--- src/rtl/fuse_ar_pkg.sv ---
package fuse_ar_pkg;
  localparam int ARRAY_BYTES  = 128;
  localparam int SECURE_BYTES = 96;
  localparam int WORD_BYTES   = 4;
  localparam int WORD_W       = WORD_BYTES * 8;
  localparam int NUM_WORDS    = ARRAY_BYTES / WORD_BYTES;
  localparam int SECURE_WORDS = SECURE_BYTES / WORD_BYTES;
  localparam int IMG_W        = ARRAY_BYTES * 8;
  localparam int IDX_W        = 10;
  localparam int IDX_LSB      = 16;
  localparam int WSEL_W       = $clog2(NUM_WORDS);

  localparam logic [7:0] OFS_STATUS = 8'h18;
  localparam logic [7:0] OFS_RESULT = 8'h20;
  localparam logic [7:0] OFS_CMD    = 8'h24;

  localparam int BIT_EN   = 0;
  localparam int BIT_RD   = 1;
  localparam int BIT_FIN  = 0;
  localparam int BIT_BUSY = 1;

  // Bits of the command register that hold state.
  function automatic logic [31:0] cmd_mask();
    logic [31:0] m;
    m = '0;
    m[BIT_EN] = 1'b1;
    m[BIT_RD] = 1'b1;
    m[IDX_LSB +: IDX_W] = '1;
    return m;
  endfunction

  // True when the requester may see the word at this index.
  function automatic logic word_visible(input logic [IDX_W-1:0] idx, input logic priv);
    if (idx >= IDX_W'(NUM_WORDS)) return 1'b0;
    if (!priv && (idx < IDX_W'(SECURE_WORDS))) return 1'b0;
    return 1'b1;
  endfunction

  function automatic logic is_launch(input logic [31:0] wdata);
    return wdata[BIT_EN] & wdata[BIT_RD];
  endfunction
endpackage

--- src/rtl/fuse_ar_seq.sv ---
module fuse_ar_seq #(
  parameter int FETCH_CYCLES = 8
) (
  input  logic clk,
  input  logic rst_n,
  input  logic launch,
  output logic busy,
  output logic done
);
  localparam int CW = $clog2(FETCH_CYCLES + 1);

  logic [CW-1:0] remain_q;
  logic          busy_q;

  always_ff @(posedge clk or negedge rst_n) begin
    if (!rst_n) begin
      busy_q   <= 1'b0;
      remain_q <= '0;
    end else if (busy_q) begin
      if (remain_q == '0) busy_q <= 1'b0;
      else remain_q <= remain_q - 1'b1;
    end else if (launch) begin
      busy_q   <= 1'b1;
      remain_q <= CW'(FETCH_CYCLES - 1);
    end
  end

  assign busy = busy_q;
  assign done = busy_q && (remain_q == '0);
endmodule

--- src/rtl/fuse_ar_sel.sv ---
module fuse_ar_sel
  import fuse_ar_pkg::*;
(
  input  logic [IMG_W-1:0]  image,
  input  logic [IDX_W-1:0]  idx,
  input  logic              priv,
  output logic [WORD_W-1:0] word
);
  logic [WORD_W-1:0] words [NUM_WORDS];

  for (genvar g = 0; g < NUM_WORDS; g++) begin : g_unpack
    assign words[g] = image[g*WORD_W +: WORD_W];
  end

  assign word = word_visible(idx, priv) ? words[idx[WSEL_W-1:0]] : '0;
endmodule

--- src/rtl/fuse_autoread_ctrl.sv ---
module fuse_autoread_ctrl
  import fuse_ar_pkg::*;
#(
  parameter int FETCH_CYCLES = 8,
  parameter int CLK_MHZ      = 200
) (
  input  logic              clk,
  input  logic              rst_n,
  input  logic              bus_sel,
  input  logic              bus_wr,
  input  logic [7:0]        bus_addr,
  input  logic [31:0]       bus_wdata,
  output logic [31:0]       bus_rdata,
  input  logic              req_secure,
  input  logic [IMG_W-1:0]  fuse_image,
  output logic              irq
);
  localparam logic [31:0] CMD_MASK = cmd_mask();

  logic [31:0]       cmd_q;
  logic [31:0]       result_q;
  logic              finish;
  logic [IDX_W-1:0]  req_idx_q;
  logic              req_priv_q;
  logic              busy;
  logic              done;
  logic [WORD_W-1:0] picked;

  // Named events for the checker.
  logic wr_cmd, wr_status, clr_req, launch;
  assign wr_cmd    = bus_sel && bus_wr && (bus_addr == OFS_CMD);
  assign wr_status = bus_sel && bus_wr && (bus_addr == OFS_STATUS);
  assign clr_req   = wr_status && bus_wdata[BIT_FIN];
  assign launch    = wr_cmd && !busy && is_launch(bus_wdata);

  fuse_ar_seq #(.FETCH_CYCLES(FETCH_CYCLES)) u_seq (
    .clk    (clk),
    .rst_n  (rst_n),
    .launch (launch),
    .busy   (busy),
    .done   (done)
  );

  fuse_ar_sel u_sel (
    .image (fuse_image),
    .idx   (req_idx_q),
    .priv  (req_priv_q),
    .word  (picked)
  );

  always_ff @(posedge clk or negedge rst_n) begin
    if (!rst_n) begin
      cmd_q      <= '0;
      result_q   <= '0;
      finish     <= 1'b0;
      req_idx_q  <= '0;
      req_priv_q <= 1'b0;
    end else begin
      if (wr_cmd && !busy) cmd_q <= bus_wdata & CMD_MASK;
      else if (done) begin
        cmd_q[BIT_EN] <= 1'b0;
        cmd_q[BIT_RD] <= 1'b0;
      end
      if (launch) begin
        req_idx_q  <= bus_wdata[IDX_LSB +: IDX_W];
        req_priv_q <= req_secure;
      end
      if (done) result_q <= picked;
      if (done) finish <= 1'b1;
      else if (clr_req) finish <= 1'b0;
    end
  end

  always_comb begin
    bus_rdata = '0;
    if (bus_sel) begin
      unique case (bus_addr)
        OFS_STATUS: begin
          bus_rdata[BIT_FIN]  = finish;
          bus_rdata[BIT_BUSY] = busy;
        end
        OFS_RESULT: bus_rdata = result_q;
        OFS_CMD:    bus_rdata = cmd_q;
        default:    bus_rdata = '0;
      endcase
    end
  end

  assign irq = finish;
endmodule

--- config.mk ---
export PLATFORM = sky130hd
export DESIGN_NAME = fuse_autoread_ctrl
export DESIGN_NICKNAME = d
export VERILOG_FILES = /design/src/rtl/fuse_ar_pkg.sv /design/src/rtl/fuse_ar_seq.sv /design/src/rtl/fuse_ar_sel.sv /design/src/rtl/fuse_autoread_ctrl.sv
export SDC_FILE = /design/constraint.sdc
export NUM_CORES = 1
export LEC_CHECK = 0
export ABC_AREA = 0
export BUFFER_PORTS_ARGS = -buffer_cell sky130_fd_sc_hd__buf_2
export CORE_AREA = 2 2 432 434
export DETAILED_ROUTE_END_ITERATION = 10
export DIE_AREA = 0 0 434 436
export PLACE_DENSITY = 0.3
export SLEW_MARGIN = 20
export SYNTH_ARGS = -nofsm -noshare
export SYNTH_HDL_FRONTEND = slang
export SYNTH_SLANG_ARGS = --single-unit
--- constraint.sdc ---
create_clock -name clk -period 3.5 [get_ports clk]
set_input_delay 1.05 -clock clk [delete_from_list [all_inputs] [get_ports clk]]
set_output_delay 1.05 -clock clk [all_outputs]
set_load 0.1 [all_outputs]
==> qor.log <==
[setup_path] CP cell instances buf_6 -> nor4_4 -> and3_4 -> nand2_4 -> nor2_4 -> buf_12 -> buf_16 -> and2_4 -> buf_12
[timing] setup repair after global routing missed its margin true
[synthesis] FFs w/ async S/R, synth 1.00
[route] number of nets with antenna violations after detailed routing 0
[die] overall die height 436 um
[synthesis] area share of the largest cell type after synthesis 0.258
[finish] Final Instance Area 21400 sq um
[synthesis] count of state elements after synthesis 61
[setup_path] Setup crit end kind output port
[route] routed vias 15700
[synthesis] number of warnings issued by yosys 0
[route] DRC 0
[grt] global route overflow 0
[placement] cell area after placement 20900 sq um
[timing] Final min period 3.61 ns
[synthesis] most used standard cell by instance count after synthesis mux2i_1
[route] post-DR wirelength/cell 29.8 um
[synthesis] number of enable-type register cells in the synthesized netlist 0
[timing] Max Clk Rate 277 MHz
[grt] number of antenna violations at the first check in global routing 124
[setup_path] critical path class input port to output port
[die] core area 185000 sq um
[timing] number of pins exceeding their max-slew limit in the final report 0
[die] Die ar. 189000 sq um
[grt] first-pass GRT wire length 174 mm
[die] number of placement rows 158
[placement] last weighted congestion value of the routability-driven placer 0.908
[clock_network] latest clock arrival within the worst-skew pair 0.40 ns
[timing] Setup WS post-layout -0.106 ns
[setup_path] highest fanout seen on the critical path 9
[die] horizontal die dimension 434 um
[synthesis] sequential element share of the synthesized area 0.137
[clock_network] # clock sinks 61
[clock_network] CTS Buffer Depth 2
[synthesis] Synth Area per Inst 9.61 sq um
[clock_network] TritonCTS clock tree yes
[finish] Final nets 3333
[timing] fin crit share 1.03
[synthesis] number of distinct library cells after synthesis 47
[route] Detailed Routing Iterations Pass 1 5
[pwr] Pleak 8.30 nW
[setup_path] critical path required time 2.45 ns
[pwr] total power density per cell area 153 nW/um^2
[synthesis] cell type contributing the most total cell area after synthesis mux2i_1
[timing] setup tns final -1.93 ns
[timing] final hold violations 0
[setup_path] arrival time worst endpoint 2.56 ns
[clock_network] Clk Tree Root Cell clkbuf_16
[setup_path] crit-path max cell delay 0.28 ns
[timing] headroom to the max-slew limit 0.401
[synthesis] cell area after synthesis 11200 sq um
[hold_path] sink of the worst hold path req_idx_q[7]
[route] vias per inst 3.28
[setup_path] endpoint of the lowest-slack register-to-register path result_q[31]
[grt] largest net degree at the start of global routing 63
[placement] PortBufs 1081
[status] result of the run finished with violations
[pwr] IR drop worst, VDD 0.000155 V
[grt] number of global-route vias before repair 16200
[hold_path] hold crit path type flop to flop
[synthesis] top cell types by occurrence after synthesis mux2i_1 (288), o22ai_1 (141), mux2_2 (83), mux4_2 (83), dfrtp_1 (61)
[grt] GRT Util Overall 0.144
[synthesis] most frequently used flop master after synthesis dfrtp_1
[setup_path] Register-to-Register Setup Slack 0.65 ns
[route] DRT iter0 DRCs 1100
[setup_path] Critical R2R Launch req_idx_q[1]
[clock_network] clock-pin transition on the worst setup and hold timing paths 0.07 ns
[hold_path] depth of the worst hold-timing path 1
[finish] layout overhead on the synthesized area 92.0%
[hold_path] startpoint of the worst hold path req_idx_q[7]
[setup_path] cell at the slowest stage of the critical path nor4_4
[finish] share of final-layout standard cells stronger than drive strength 1 0.642
[placement] half-perimeter wire length after placement 128 mm
[setup_path] most common cell type on the critical path buf_12
[timing] worst-margin pin slew 0.873 ns
[setup_path] logic depth of the worst register-to-register path 7
[timing] worst-case clock skew 0.0284 ns
[synthesis] syn_nets 2232
[run] max-cap viol count 0
[die] Top Ports 1102
[route] Detailed Route WL 142 mm
[timing] endpoints failing setup 30
[synthesis] synthesized instance count 1161
[die] initial cell density of the core 0.0604
[setup_path] startpoint class of the critical path input port
[synthesis] largest cells by area after synthesis mux2i_1 (26%), mux4_2 (17%), dfrtp_1 (14%)
[clock_network] CTS Buf Count 9
[status] failing checks setup timing
[clock_network] maximum level of the CTS H-tree 3
[layout make-up]
cell class / instances / area (sq um)
multi-input combinational: 968 / 9120
antenna: 24 / 60.1
tap: 2480 / 3100
sequential: 61 / 1540
timing repair buffer: 1219 / 7260
clock buffer: 11 / 243
inverter: 3 / 11.3
fill: 21500 / 163000
clock inverter: 5 / 81.3
[critical path, delay by kind of cell]
kind                   cells  cell delay (ns)
AND/OR/NAND/NOR            5             0.89
buffers and inverters      4             0.58
[per-stage QoR]
| step | total power, mW | worst slack [ns] | hold slack, ns | std cells | utilization |
|---|---|---|---|---|---|
| 3_5_place_dp | 2.18 | -0.353 | 0.490 | 4725 | 0.113 |
| 3_3_place_gp | 2.17 | -0.391 | 0.483 | 4725 | 0.113 |
| 2_1_floorplan | 1.16 | -0.0737 | 0.447 | 1161 | - |
| 4_1_cts | 3.38 | -0.168 | 0.505 | 4744 | 0.115 |
| 5_1_grt | 3.48 | -0.181 | 0.518 | 4758 | 0.116 |
| 6_report | 3.28 | -0.106 | 0.507 | 4771 | 0.116 |
[flip-flops by register name, indices dropped and copies added (netlist names)]
register	flops
u_seq.remain_q	4
u_seq.busy	1
result_q	32
req_idx_q	10
cmd_q	12
irq	1
req_priv_q	1
[kinds of logic after synthesis]
logic type | count (synthesis) | share of synthesized area
xor gates and xnor gates | 1 | 0.000785
AOI/OAI and AO/OA | 286 | 0.170
adders and majority gates | 2 | 0.00224
buffers and inverters | 132 | 0.0677
muxes | 454 | 0.510
DFF | 61 | 0.137
and+or+nand+nor | 225 | 0.112
[power breakdown]
| part | leakage (nW) | switching, mW | internal (mW) |
|---|---|---|---|
| clock network | 0.156 | 0.485 | 0.647 |
| logic | 7.41 | 0.642 | 0.711 |
| registers | 0.734 | 0.0652 | 0.735 |
| total | 8.30 | 1.19 | 2.09 |
[timing repair]
| action | CTS | global route |
|---|---|---|
| hold endpoints to repair | 0 | 0 |
| hold buffers | 0 | 0 |
| pin swaps | 5 | 4 |
| buffers inserted | 2 | 2 |
| gates resized for setup | 24 | 0 |
| cloned | 1 | 1 |
| endpoints found under the setup margin | 30 | 30 |
[worst max-delay path by stage]
stage	from	to	slack [ns]	cells past startpoint
2_1_floorplan	bus_addr[1]	bus_rdata[10]	-0.07	7
3_3_place_gp	bus_addr[1]	bus_rdata[15]	-0.39	8
3_5_place_dp	bus_addr[1]	bus_rdata[15]	-0.35	8
4_1_cts	bus_addr[6]	bus_rdata[13]	-0.17	9
5_1_grt	bus_addr[0]	bus_rdata[13]	-0.18	9
6_report	bus_addr[0]	bus_rdata[13]	-0.11	9
[routing by layer]
layer	wire [um]	vias up	GRT usage	part of all wire
li1	-	6951	-	-
met3	11800	176	0.0468	0.083
met4	3480	66	0.0367	0.024
met5	448	-	0	0.0032
met2	72600	735	0.255	0.51
met1	53800	7734	0.164	0.38
[placed cells by master, fill, tap and decap left out, types with 24 or more instances in the layout]
cell     netlist  routed
o22ai_1      141     141
mux2i_1      288     288
nand2_1       37      34
mux2_2        83      83
a21oi_1       42      42
buf_2         43    1046
nand3_1       29      29
buf_4         23     115
or3_1         47      46
buf_12         0      53
mux4_2        83      83
dfrtp_1       61      56
diode_2        0      24
nor3_1        26      26
(Power assumes the default switching activity.)
